`src/rtl/gpio_mux_pkg.sv`:
```
package gpio_mux_pkg;

   typedef enum logic [1:0] {
      SRC_GPIO = 2'b00,
      SRC_ALT1 = 2'b01,
      SRC_ALT2 = 2'b10,
      SRC_ALT3 = 2'b11
   } src_sel_e;

   typedef enum logic [1:0] {
      PULL_NONE = 2'b00,
      PULL_DN   = 2'b01,
      PULL_UP   = 2'b10,
      PULL_RSVD = 2'b11
   } pull_e;

   // packed layout: [5] filt_en, [4:3] pull, [2] gpio_oe, [1:0] src
   typedef struct packed {
      logic     filt_en;
      pull_e    pull;
      logic     gpio_oe;
      src_sel_e src;
   } pin_cfg_t;

   localparam int CFG_BITS = $bits(pin_cfg_t);
   localparam int NUM_ALT  = 3;
   localparam int CFG_DW   = 16;
   localparam int PRE_LSB  = 8;

endpackage

```
`src/rtl/gpio_glitch_filter.sv`:
```
module gpio_glitch_filter #(
   parameter int LEN_W = 5
) (
   input  logic             clk,
   input  logic             rst_n,
   input  logic             tick,
   input  logic             en,
   input  logic [LEN_W-1:0] len,
   input  logic             din,
   output logic             dout
);

   logic             q;
   logic [LEN_W-1:0] cnt;
   logic [LEN_W-1:0] last_cnt;

   assign last_cnt = len - LEN_W'(1);

   always_ff @(posedge clk or negedge rst_n) begin
      if (!rst_n) begin
         q   <= 1'b0;
         cnt <= '0;
      end else if (!en) begin
         q   <= din;
         cnt <= '0;
      end else if (tick) begin
         if (din == q) begin
            cnt <= '0;
         end else if (cnt >= last_cnt) begin
            q   <= din;
            cnt <= '0;
         end else begin
            cnt <= cnt + LEN_W'(1);
         end
      end
   end

   assign dout = en ? q : din;

endmodule

```
`src/rtl/gpio_sample_tick.sv`:
```
module gpio_sample_tick #(
   parameter int PRE_W = 8
) (
   input  logic             clk,
   input  logic             rst_n,
   input  logic             restart,
   input  logic [PRE_W-1:0] pre,
   output logic             tick
);

   logic [PRE_W-1:0] pcnt;

   assign tick = (pcnt >= pre);

   always_ff @(posedge clk or negedge rst_n) begin
      if (!rst_n)       pcnt <= '0;
      else if (restart) pcnt <= '0;
      else if (tick)    pcnt <= '0;
      else              pcnt <= pcnt + PRE_W'(1);
   end

endmodule

```
`src/rtl/gpio_data_regs.sv`:
```
module gpio_data_regs #(
   parameter int NUM_PINS = 32,
   parameter int PORT_W   = 16,
   parameter int PIN_IW   = 5,
   parameter int PORT_IW  = 1
) (
   input  logic                clk,
   input  logic                rst_n,
   input  logic                pin_we,
   input  logic [PIN_IW-1:0]   pin_sel,
   input  logic                pin_wval,
   input  logic                port_we,
   input  logic [PORT_IW-1:0]  port_sel,
   input  logic [PORT_W-1:0]   port_wval,
   output logic [NUM_PINS-1:0] dout_q
);

   for (genvar i = 0; i < NUM_PINS; i++) begin : g_bit
      localparam int PIDX = i / PORT_W;
      localparam int BIDX = i % PORT_W;
      logic pin_hit, port_hit;
      assign pin_hit  = pin_we  && (pin_sel  == PIN_IW'(i));
      assign port_hit = port_we && (port_sel == PORT_IW'(PIDX));

      always_ff @(posedge clk or negedge rst_n) begin
         if (!rst_n)        dout_q[i] <= 1'b0;
         else if (pin_hit)  dout_q[i] <= pin_wval;
         else if (port_hit) dout_q[i] <= port_wval[BIDX];
      end
   end

endmodule

```
`src/rtl/gpio_cfg_regs.sv`:
```
module gpio_cfg_regs
   import gpio_mux_pkg::*;
#(
   parameter int                  NUM_PINS  = 32,
   parameter logic [NUM_PINS-1:0] FILT_MASK = '1,
   parameter int                  LEN_W     = 5,
   parameter int                  PRE_W     = 8,
   parameter int                  CFG_AW    = 6,
   parameter int                  PIN_IW    = 5
) (
   input  logic              clk,
   input  logic              rst_n,
   input  logic              cfg_we,
   input  logic [CFG_AW-1:0] cfg_addr,
   input  logic [CFG_DW-1:0] cfg_wdata,
   output logic [CFG_DW-1:0] cfg_rdata,
   output pin_cfg_t          pin_cfg [NUM_PINS],
   output logic [LEN_W-1:0]  filt_len,
   output logic [PRE_W-1:0]  filt_pre,
   output logic              glb_wr
);

   localparam logic [CFG_AW-1:0] GLB_ADDR = CFG_AW'(NUM_PINS);

   pin_cfg_t         wcfg;
   logic [LEN_W-1:0] wlen;
   logic             unused_wbits;

   assign wcfg         = pin_cfg_t'(cfg_wdata[CFG_BITS-1:0]);
   assign wlen         = cfg_wdata[LEN_W-1:0];
   assign glb_wr       = cfg_we && (cfg_addr == GLB_ADDR);
   assign unused_wbits = ^cfg_wdata;

   for (genvar i = 0; i < NUM_PINS; i++) begin : g_pin
      logic     hit;
      pin_cfg_t nxt;
      assign hit = cfg_we && (cfg_addr == CFG_AW'(i));
      always_comb begin
         nxt         = wcfg;
         nxt.filt_en = wcfg.filt_en & FILT_MASK[i];
      end
      always_ff @(posedge clk or negedge rst_n) begin
         if (!rst_n)   pin_cfg[i] <= '0;
         else if (hit) pin_cfg[i] <= nxt;
      end
   end

   always_ff @(posedge clk or negedge rst_n) begin
      if (!rst_n) begin
         filt_len <= LEN_W'(1);
         filt_pre <= '0;
      end else if (glb_wr) begin
         filt_len <= (wlen == '0) ? LEN_W'(1) : wlen;
         filt_pre <= cfg_wdata[PRE_LSB +: PRE_W];
      end
   end

   always_comb begin
      cfg_rdata = '0;
      if (cfg_addr == GLB_ADDR) begin
         cfg_rdata[LEN_W-1:0]         = filt_len;
         cfg_rdata[PRE_LSB +: PRE_W]  = filt_pre;
      end else if (cfg_addr < GLB_ADDR) begin
         cfg_rdata[CFG_BITS-1:0] = pin_cfg[cfg_addr[PIN_IW-1:0]];
      end
   end

endmodule

```
`src/rtl/gpio_mux_bank.sv`:
```
module gpio_mux_bank
   import gpio_mux_pkg::*;
#(
   parameter int                  NUM_PINS  = 32,
   parameter int                  PORT_W    = 16,
   parameter int                  LEN_W     = 5,
   parameter int                  PRE_W     = 8,
   parameter logic [NUM_PINS-1:0] FILT_MASK = {{(NUM_PINS-NUM_PINS/2){1'b0}}, {(NUM_PINS/2){1'b1}}},
   localparam int NUM_PORTS = NUM_PINS / PORT_W,
   localparam int PIN_IW    = (NUM_PINS > 1) ? $clog2(NUM_PINS) : 1,
   localparam int PORT_IW   = (NUM_PORTS > 1) ? $clog2(NUM_PORTS) : 1,
   localparam int CFG_AW    = $clog2(NUM_PINS + 1),
   localparam int ALT_W     = NUM_ALT * NUM_PINS
) (
   input  logic                clk,
   input  logic                rst_n,
   input  logic                cfg_we,
   input  logic [CFG_AW-1:0]   cfg_addr,
   input  logic [CFG_DW-1:0]   cfg_wdata,
   output logic [CFG_DW-1:0]   cfg_rdata,
   input  logic                pin_we,
   input  logic [PIN_IW-1:0]   pin_sel,
   input  logic                pin_wval,
   output logic                pin_rval,
   input  logic                port_we,
   input  logic [PORT_IW-1:0]  port_sel,
   input  logic [PORT_W-1:0]   port_wval,
   output logic [PORT_W-1:0]   port_rval,
   output logic [PORT_W-1:0]   port_fval,
   input  logic [NUM_PINS-1:0] pad_in,
   output logic [NUM_PINS-1:0] pad_out,
   output logic [NUM_PINS-1:0] pad_oe,
   output logic [NUM_PINS-1:0] pull_up_en,
   output logic [NUM_PINS-1:0] pull_dn_en,
   input  logic [ALT_W-1:0]    alt_out,
   input  logic [ALT_W-1:0]    alt_oe,
   output logic [ALT_W-1:0]    alt_in
);

   // elaboration-time parameter checks
   if (PORT_W < 1 || PORT_W > CFG_DW) begin : g_bad_port_w
      $error("PORT_W must lie in 1..16");
   end
   if (NUM_PINS % PORT_W != 0) begin : g_bad_pins
      $error("NUM_PINS must be a whole number of ports");
   end
   if (LEN_W < 1 || LEN_W > PRE_LSB) begin : g_bad_len_w
      $error("LEN_W must lie in 1..8");
   end
   if (PRE_W < 1 || PRE_W > CFG_DW - PRE_LSB) begin : g_bad_pre_w
      $error("PRE_W must lie in 1..8");
   end

   pin_cfg_t              pin_cfg [NUM_PINS];
   logic [LEN_W-1:0]      filt_len;
   logic [PRE_W-1:0]      filt_pre;
   logic                  glb_wr;
   logic                  filt_tick;
   logic [NUM_PINS-1:0]   dout_q;
   logic [NUM_PINS-1:0]   filt_val;
   logic [NUM_PINS-1:0]   filt_en_vec;

   gpio_cfg_regs #(
      .NUM_PINS (NUM_PINS),
      .FILT_MASK(FILT_MASK),
      .LEN_W    (LEN_W),
      .PRE_W    (PRE_W),
      .CFG_AW   (CFG_AW),
      .PIN_IW   (PIN_IW)
   ) u_cfg (
      .clk      (clk),
      .rst_n    (rst_n),
      .cfg_we   (cfg_we),
      .cfg_addr (cfg_addr),
      .cfg_wdata(cfg_wdata),
      .cfg_rdata(cfg_rdata),
      .pin_cfg  (pin_cfg),
      .filt_len (filt_len),
      .filt_pre (filt_pre),
      .glb_wr   (glb_wr)
   );

   gpio_data_regs #(
      .NUM_PINS(NUM_PINS),
      .PORT_W  (PORT_W),
      .PIN_IW  (PIN_IW),
      .PORT_IW (PORT_IW)
   ) u_data (
      .clk      (clk),
      .rst_n    (rst_n),
      .pin_we   (pin_we),
      .pin_sel  (pin_sel),
      .pin_wval (pin_wval),
      .port_we  (port_we),
      .port_sel (port_sel),
      .port_wval(port_wval),
      .dout_q   (dout_q)
   );

   gpio_sample_tick #(.PRE_W(PRE_W)) u_tick (
      .clk    (clk),
      .rst_n  (rst_n),
      .restart(glb_wr),
      .pre    (filt_pre),
      .tick   (filt_tick)
   );

   for (genvar i = 0; i < NUM_PINS; i++) begin : g_pin
      logic po, poe;

      always_comb begin
         po  = dout_q[i];
         poe = pin_cfg[i].gpio_oe;
         for (int k = 0; k < NUM_ALT; k++) begin
            if (pin_cfg[i].src == src_sel_e'(2'(k + 1))) begin
               po  = alt_out[k*NUM_PINS + i];
               poe = alt_oe[k*NUM_PINS + i];
            end
         end
      end

      assign pad_out[i]     = po;
      assign pad_oe[i]      = poe;
      assign pull_up_en[i]  = (pin_cfg[i].pull == PULL_UP);
      assign pull_dn_en[i]  = (pin_cfg[i].pull == PULL_DN);
      assign filt_en_vec[i] = pin_cfg[i].filt_en;

      for (genvar k = 0; k < NUM_ALT; k++) begin : g_alt
         assign alt_in[k*NUM_PINS + i] =
            (pin_cfg[i].src == src_sel_e'(2'(k + 1))) & filt_val[i];
      end

      if (FILT_MASK[i]) begin : g_filt
         gpio_glitch_filter #(.LEN_W(LEN_W)) u_filt (
            .clk  (clk),
            .rst_n(rst_n),
            .tick (filt_tick),
            .en   (pin_cfg[i].filt_en),
            .len  (filt_len),
            .din  (pad_in[i]),
            .dout (filt_val[i])
         );
      end else begin : g_raw
         assign filt_val[i] = pad_in[i];
      end
   end

   assign pin_rval  = pad_in[pin_sel];
   assign port_rval = pad_in[port_sel*PORT_W +: PORT_W];
   assign port_fval = filt_val[port_sel*PORT_W +: PORT_W];

endmodule

```
`config.mk`:
```
export PLATFORM = sky130hd
export DESIGN_NAME = gpio_mux_bank
export DESIGN_NICKNAME = d
export VERILOG_FILES = /design/src/rtl/gpio_mux_pkg.sv /design/src/rtl/gpio_glitch_filter.sv /design/src/rtl/gpio_sample_tick.sv /design/src/rtl/gpio_data_regs.sv /design/src/rtl/gpio_cfg_regs.sv /design/src/rtl/gpio_mux_bank.sv
export SDC_FILE = /design/constraint.sdc
export NUM_CORES = 1
export LEC_CHECK = 0
export ABC_CLOCK_PERIOD_IN_PS = 8750
export BUFFER_PORTS_ARGS = -buffer_cell sky130_fd_sc_hd__buf_2
export CAP_MARGIN = 20
export CORE_MARGIN = 2
export CORE_UTILIZATION = 30
export CTS_CLUSTER_SIZE = 28
export DETAILED_ROUTE_END_ITERATION = 10
export PLACE_DENSITY_LB_ADDON = 0.25
export RECOVER_POWER = 100
export SYNTH_ARGS = -nofsm -noshare
export SYNTH_HDL_FRONTEND = slang
export SYNTH_SLANG_ARGS = --single-unit
```
`constraint.sdc`:
```
create_clock -name clk -period 8.75 [get_ports clk]
set_clock_uncertainty 0.05 [all_clocks]
set_input_delay 0 -clock clk [delete_from_list [all_inputs] [get_ports clk]]
set_output_delay 0 -clock clk [all_outputs]
set_load 0.1 [all_outputs]
```
==> results of run 1 <==
-- final cells by class --
class,instances,area [um2]
well taps,940,1180
multi-input cells,1419,12300
fillers,7066,44000
clock inverters,8,130
diodes,3,7.51
flip-flops and latches,325,8130
repair buffers,622,3120
inverters,43,161
clock buffers,65,1280
-- cells by family after synthesis --
family / synth area share
DFF: 0.381
AOI/OAI and AO/OA: 0.0890
buffers and inverters: 0.0449
muxes: 0.271
adders and majority gates: 0.0509
other: 0.000176
and+or+nand+nor: 0.152
xor gates and xnor gates: 0.0114
-- flip-flops by register name, summed over array words and instances, names as in the netlist --
register / cells
u_cfg.filt_pre: 8
g_pin.g_filt.u_filt.cnt: 80
u_cfg.filt_len: 5
u_data.dout_q: 32
g_pin.g_filt.u_filt.q: 16
u_tick.pcnt: 8
u_cfg.pin_cfg: 176
-- per-layer routing --
metal / track usage / vias up / wire length (um)
met2: 0.383 / 732 / 41000
li1: - / 8202 / -
met5: 0 / - / 62
met4: 0.0804 / 12 / 3200
met3: 0.0413 / 154 / 5760
met1: 0.302 / 9395 / 36800
-- cells in the final DEF (no fill, tap or decap), drive strengths merged, types with 11 or more instances in the layout --
master         n
and2          29
o221ai        13
nor2         116
clkbuf       340
and3          34
nor4          27
and3b         24
dlygate4sd3   62
inv           43
nand2        177
nand2b        16
mux4         119
or4           11
maj3          16
dfrtp        324
a21oi         45
xor2          21
o2bb2ai       15
nand3         51
or3           16
a211o         25
buf          285
o31ai         12
nor3          12
mux2         249
mux2i         30
o21ai         70
nor4b         16
a22oi         20
nor2b         81
ha            74
a21o          25
-- final timing paths --
path	start	cells past startpoint	to	slack, ns
max in group asynchronous	rst_n	3	g_pin[8].g_filt.u_filt.q	4.56
setup / recovery	cfg_addr[0]	7	cfg_rdata[1]	3.45
setup reg to reg	u_cfg.filt_len[0]	10	g_pin[11].g_filt.u_filt.cnt[3]	3.72
hold / removal	rst_n	2	u_cfg.pin_cfg[178]	0.03
min in group clk	cfg_wdata[0]	3	u_cfg.filt_len[0]	0.14
hold reg to reg	u_tick.pcnt[0]	1	u_tick.pcnt[0]	0.45
-- metrics by stage --
step / cell area, um2 / utilization / setup WS (ns)
6_report: 26300 / 0.374 / 3.45
5_1_grt: 26300 / 0.374 / 2.94
4_1_cts: 26700 / 0.380 / 5.06
3_5_place_dp: 24600 / 0.351 / 5.11
3_3_place_gp: 24600 / 0.351 / 5.13
2_1_floorplan: 21400 / - / 4.92
-- report_power, final --
part / switching, mW / total (mW) / internal [mW]
clock network: 0.694 / 1.78 / 1.09
logic: 1.88 / 2.54 / 0.662
registers: 0.288 / 1.96 / 1.68
total: 2.86 / 6.28 / 3.42
-- Yosys cell counts (all sizes together) (20+ instances only) --
library cell / count
a211o: 25
a21o: 25
a21oi: 45
a22oi: 20
and2: 29
and3: 34
and3b: 24
buf: 84
clkbuf: 54
dfrtp: 324
ha: 74
inv: 43
mux2: 249
mux2i: 30
mux4: 119
nand2: 177
nand3: 51
nor2: 116
nor2b: 81
nor4: 27
o21ai: 70
xor2: 21
-- repair_timing --
action | in CTS | in global routing
gates resized for setup | 0 | 0
hold buffers | 62 | 0
hold endpoints to repair | 166 | 0
==> flow_summary_export.csv, run 1 <==
group,metric,value,unit
sta,finalCritPeriodShare,0.605,
worst_setup_path,critPathTopFamily,"buffers and inverters",
yosys,ys_ff_latch,325,
finish,fin_cells,3425,
sta,slew_viol_final,288,
floorplanning,die_area,0.0734,mm2
grt,antenna_found_initial,16,
sta,rsz0062_at_grt,"false",
route,wire_per_inst,25.3,um
worst_setup_path,worstPathArrival,5.25,ns
floorplanning,core-area,0.0703,mm2
finish,nets,2800,
yosys,yosysTopAreaCell,"dfrtp_1",
route,viasPerCell,5.40,
yosys,ys_async_sr_fraction,1.00,
cts,clockBufferDepth,3,
cts,clk_pin_slew_worst_paths,0.05,ns
placement,io_buffers,542,
power_and_ir_drop,power,6.28,mW
sta,setup_viol,0,
worst_setup_path,slowest_delay,2.58,ns
cts,post_cts_buffers,0,
power_and_ir_drop,vdd_drop_max,0.142,mV
yosys,synth_top_area_frac,0.379,
sta,max_freq,0.189,GHz
placement,dp_hpwl,67.2,mm
yosys,synth-main-ff-cell,"dfrtp_1",
route,drc,0,
sta,worst_hold_slack,0.0349,ns
worst_setup_path,crit_buf_inv,3,
grt,grt_max_degree,103,
yosys,synthTopCellsByArea,"dfrtp_1 (38%), mux2_2 (13%), mux4_2 (13%)",
yosys,yosysWarnings,0,
floorplanning,chipWidth,271,um
cts,cts_buffers,41,
power_and_ir_drop,pwr_density_cell,239,mW/mm2
grt,grt_first_pass_wirelength,126,mm
cts,tritoncts,"built",
yosys,syn_area_per_cell,11.1,um2
sta,final_hold_viol_count,0,
worst_setup_path,path_common_cell,"clkbuf_1",
route,ant_nets,0,
floorplanning,die_y,271,um
yosys,synth_cells,1924,
grt,first_global_vias,18700,
worst_setup_path,cp_slowest_cell,"clkbuf_1",
worst_setup_path,required,8.70,ns
floorplanning,initial_core_util,0.304,
status,violations,"capacitance limit, slew limit",
cts,h-tree-depth,2,
floorplanning,rows,97,
worst_setup_path,path_cells,"buf_4 -> clkbuf_1 -> mux4_2 -> a22oi_1 -> a21oi_1 -> a211o_1 -> clkbuf_1",
route,dr.pass1.iters,5,
power_and_ir_drop,cellLeakagePower,11.8,nW
worst_setup_path,crit_path_end_kind,"output pin",
worst_setup_path,cp_max_fo,41,
yosys,ys_types,67,
worst_setup_path,critPathKind,"in -> out",
finish,syn_to_final_growth,23.1,%
cts,clk_latency,0.57,ns
yosys,yosysSeqAreaShare,0.381,
run,drv_cap,7,
route,drt_iter0_drc,1250,
cts,cts_root_buf,"clkbuf_16",
cts,clkSinkCount,325,
status,status,"finished with violations",
finish,layout-drive-gt1-share,0.297,
sta,worst_pin_slew,3.70,ns
placement,place.gp.congestion,0.939,
route,via_count,18500,
yosys,syn-cell-area,0.0214,mm2
route,drt-total-wl,86.8,mm
yosys,synth_edf_count,0,
placement,placed_cells,3287,
floorplanning,ios,547,
sta,setup_tns,0,ns
grt,grt_util_all_layers,0.231,
worst_setup_path,cp-start-kind,"input pin",
sta,worst_slew_margin_rel,-1.46,
grt,overflow,0,
sta,min_period,5.30,ns
min_path,min-delay-path-class,"in -> async",
No activity file was read; power rests on OpenSTA's default activity.
==> inputs of run 2 (changes only) <==
--- a/config.mk
+++ b/config.mk
@@ -5,7 +5,7 @@
 export SDC_FILE = /design/constraint.sdc
 export NUM_CORES = 1
 export LEC_CHECK = 0
-export ABC_CLOCK_PERIOD_IN_PS = 8750
+export ABC_CLOCK_PERIOD_IN_PS = 4870
 export BUFFER_PORTS_ARGS = -buffer_cell sky130_fd_sc_hd__buf_2
 export CAP_MARGIN = 20
 export CORE_MARGIN = 2
==> constraint.sdc (replaced) <==
create_clock -name clk -period 4.87 [get_ports clk]
set_clock_uncertainty 0.05 [all_clocks]
set_input_delay 0 -clock clk [delete_from_list [all_inputs] [get_ports clk]]
set_output_delay 0 -clock clk [all_outputs]
set_load 0.1 [all_outputs]
==> run 2 against run 1 <==
The flow still finishes with violations (capacitance limit, slew limit). Non-clock buffer count grew 3. Utilization grew 0.055 points. Critical path depth grew 3. Flip-flop and latch count is the same. Count of clock-buffer cells in the layout shrank 5. Register-to-register slack lost 2.7 ns. Cell count is essentially flat. Worst hold slack gained 0.12 ns. Sequential share of layout area is essentially flat. Combinational power grew 80%. Sequential power grew 80%. Wire length shrank 0.11%. Critical endpoint is now g_pin[11].g_filt.u_filt.cnt[3]. Largest cell class unchanged.
==> flow_summary_export.csv, run 2 (synthesized netlist as in run 1, its figures left out) <==
group,metric,value,unit
placement,dp_hpwl,67.5,mm
sta,rsz0062_at_grt,"false",
sta,worst_hold_slack,0.151,ns
grt,overflow,0,
power_and_ir_drop,vdd_drop_max,0.257,mV
status,violations,"capacitance limit, slew limit",
finish,largest_register,"u_cfg.pin_cfg",
power_and_ir_drop,cellLeakagePower,11.8,nW
floorplanning,rows,97,
grt,grt_first_pass_wirelength,126,mm
grt,grt_max_degree,120,
cts,h-tree-depth,2,
sta,finalCritPeriodShare,0.796,
placement,io_buffers,542,
min_path,min-delay-path-class,"in -> reg",
route,drt-total-wl,86.7,mm
sta,setup_tns,0,ns
route,via_count,18600,
floorplanning,die_area,0.0734,mm2
route,ant_nets,0,
sta,min_period,3.88,ns
route,drt_iter0_drc,1334,
floorplanning,initial_core_util,0.304,
route,viasPerCell,5.41,
finish,fin_cells,3428,
finish,fin_util,0.375,
finish,syn_to_final_growth,23.3,%
finish,final_area,0.0263,mm2
sta,final_hold_viol_count,0,
floorplanning,die_y,271,um
finish,mostFrequentLayoutCell,"dfrtp_1",
cts,clk_latency,0.57,ns
placement,placed_cells,3287,
route,drc,0,
route,dr.pass1.iters,5,
finish,final_cell_mix,"dfrtp_1 (324), clkbuf_1 (284), buf_2 (269)",
floorplanning,ios,547,
floorplanning,chipWidth,271,um
sta,worst_pin_slew,3.09,ns
finish,largestRegisters,"u_cfg.pin_cfg (176), g_pin.g_filt.u_filt.cnt (80), u_data.dout_q (32)",
status,status,"finished with violations",
cts,cts_buffers,41,
cts,clk_pin_slew_worst_paths,0.06,ns
grt,antenna_found_initial,14,
finish,layout-drive-gt1-share,0.298,
placement,placed_area,0.0247,mm2
cts,cts_root_buf,"clkbuf_16",
finish,largest_reg_flops,176,
finish,nets,2803,
sta,max_freq,0.258,GHz
grt,first_global_vias,18500,
worst_setup_path,cp-start-kind,"register",
cts,tritoncts,"built",
worst_setup_path,critPathKind,"reg -> reg",
floorplanning,core-area,0.0703,mm2
worst_setup_path,cp_max_fo,11,
cts,clkSinkCount,325,
placement,place.gp.congestion,0.914,
worst_setup_path,required,5.28,ns
cts,clockBufferDepth,3,
sta,slew_viol_final,110,
route,wire_per_inst,25.3,um
sta,setup_viol,0,
worst_setup_path,worstPathArrival,4.29,ns
worst_setup_path,crit_path_end_kind,"register",
run,drv_cap,1,
power_and_ir_drop,pwr_density_cell,428,mW/mm2
sta,worst_slew_margin_rel,-1.06,
grt,grt_util_all_layers,0.230,
[run 2: cell types whose count changed in the layout (fill, tap and decap cells not counted), sizes merged]
cell         delta
clkinvlp        +3
dlygate4sd3     +1
clkinv          +1
clkbuf          -3
bufinv          +1
[run 2: cell type report]
type | instances | area [um2]
fillers | 7071 | 43900
multi-input cells | 1419 | 12300
flip-flops and latches | 325 | 8130
repair buffers | 625 | 3170
clock buffers | 60 | 1210
well taps | 940 | 1180
clock inverters | 13 | 184
inverters | 43 | 161
diodes | 3 | 7.51
[run 2: final timing paths]
check                                            endpoint  slack [ns]  cells after the start               from
max                        g_pin[11].g_filt.u_filt.cnt[3]        0.99                     10  u_cfg.filt_len[0]
min                                     u_cfg.filt_len[0]        0.15                      3       cfg_wdata[0]
min reg2reg                             u_cfg.filt_pre[2]        0.46                      1  u_cfg.filt_pre[2]
min in group asynchronous              u_cfg.pin_cfg[184]        0.90                      2              rst_n
max reg2reg                g_pin[11].g_filt.u_filt.cnt[3]        0.99                     10  u_cfg.filt_len[0]
max in group asynchronous       g_pin[11].g_filt.u_filt.q        2.02                      2              rst_n
[run 2: metal layers]
layer / GRT usage / routed length, um / share of wire / up-vias
li1: - / - / - / 8188
met1: 0.299 / 36400 / 0.42 / 9475
met2: 0.378 / 41100 / 0.47 / 743
met3: 0.0498 / 6200 / 0.071 / 141
met4: 0.0808 / 2890 / 0.033 / 10
met5: 0 / 59 / 0.00068 / -
[run 2: power breakdown]
group | leakage, nW | internal (mW) | switching [mW]
sequential | 4.29 | 3.01 | 0.521
combinational | 6.84 | 1.19 | 3.37
clock | 0.676 | 1.93 | 1.25
[run 2: critical path, cell delays in order, from the launching register on]
cell and delay, ns:
dfstp_1 0.59, inv_1 0.08, ha_1 0.50, clkbuf_1 0.67
ha_1 0.36, nand2_1 0.05, o21ai_0 0.10, maj3_1 0.42
a211o_2 0.36, or4_1 0.47, o211ai_1 0.10
[run 2: per-stage QoR]
| step | setup slack [ns] | total power [mW] |
|---|---|---|
| 2_1_floorplan | 1.04 | 7.11 |
| 3_3_place_gp | 1.61 | 8.09 |
| 3_5_place_dp | 1.53 | 8.15 |
| 4_1_cts | 1.57 | 11.4 |
| 5_1_grt | 0.700 | 11.7 |
| 6_report | 0.993 | 11.3 |
[run 2: repair_timing]
| action | CTS | global route |
|---|---|---|
| buffers inserted | 0 | 0 |
| resized for setup | 0 | 0 |
| endpoints found under the hold margin | 184 | 0 |
| hold buffers | 63 | 0 |
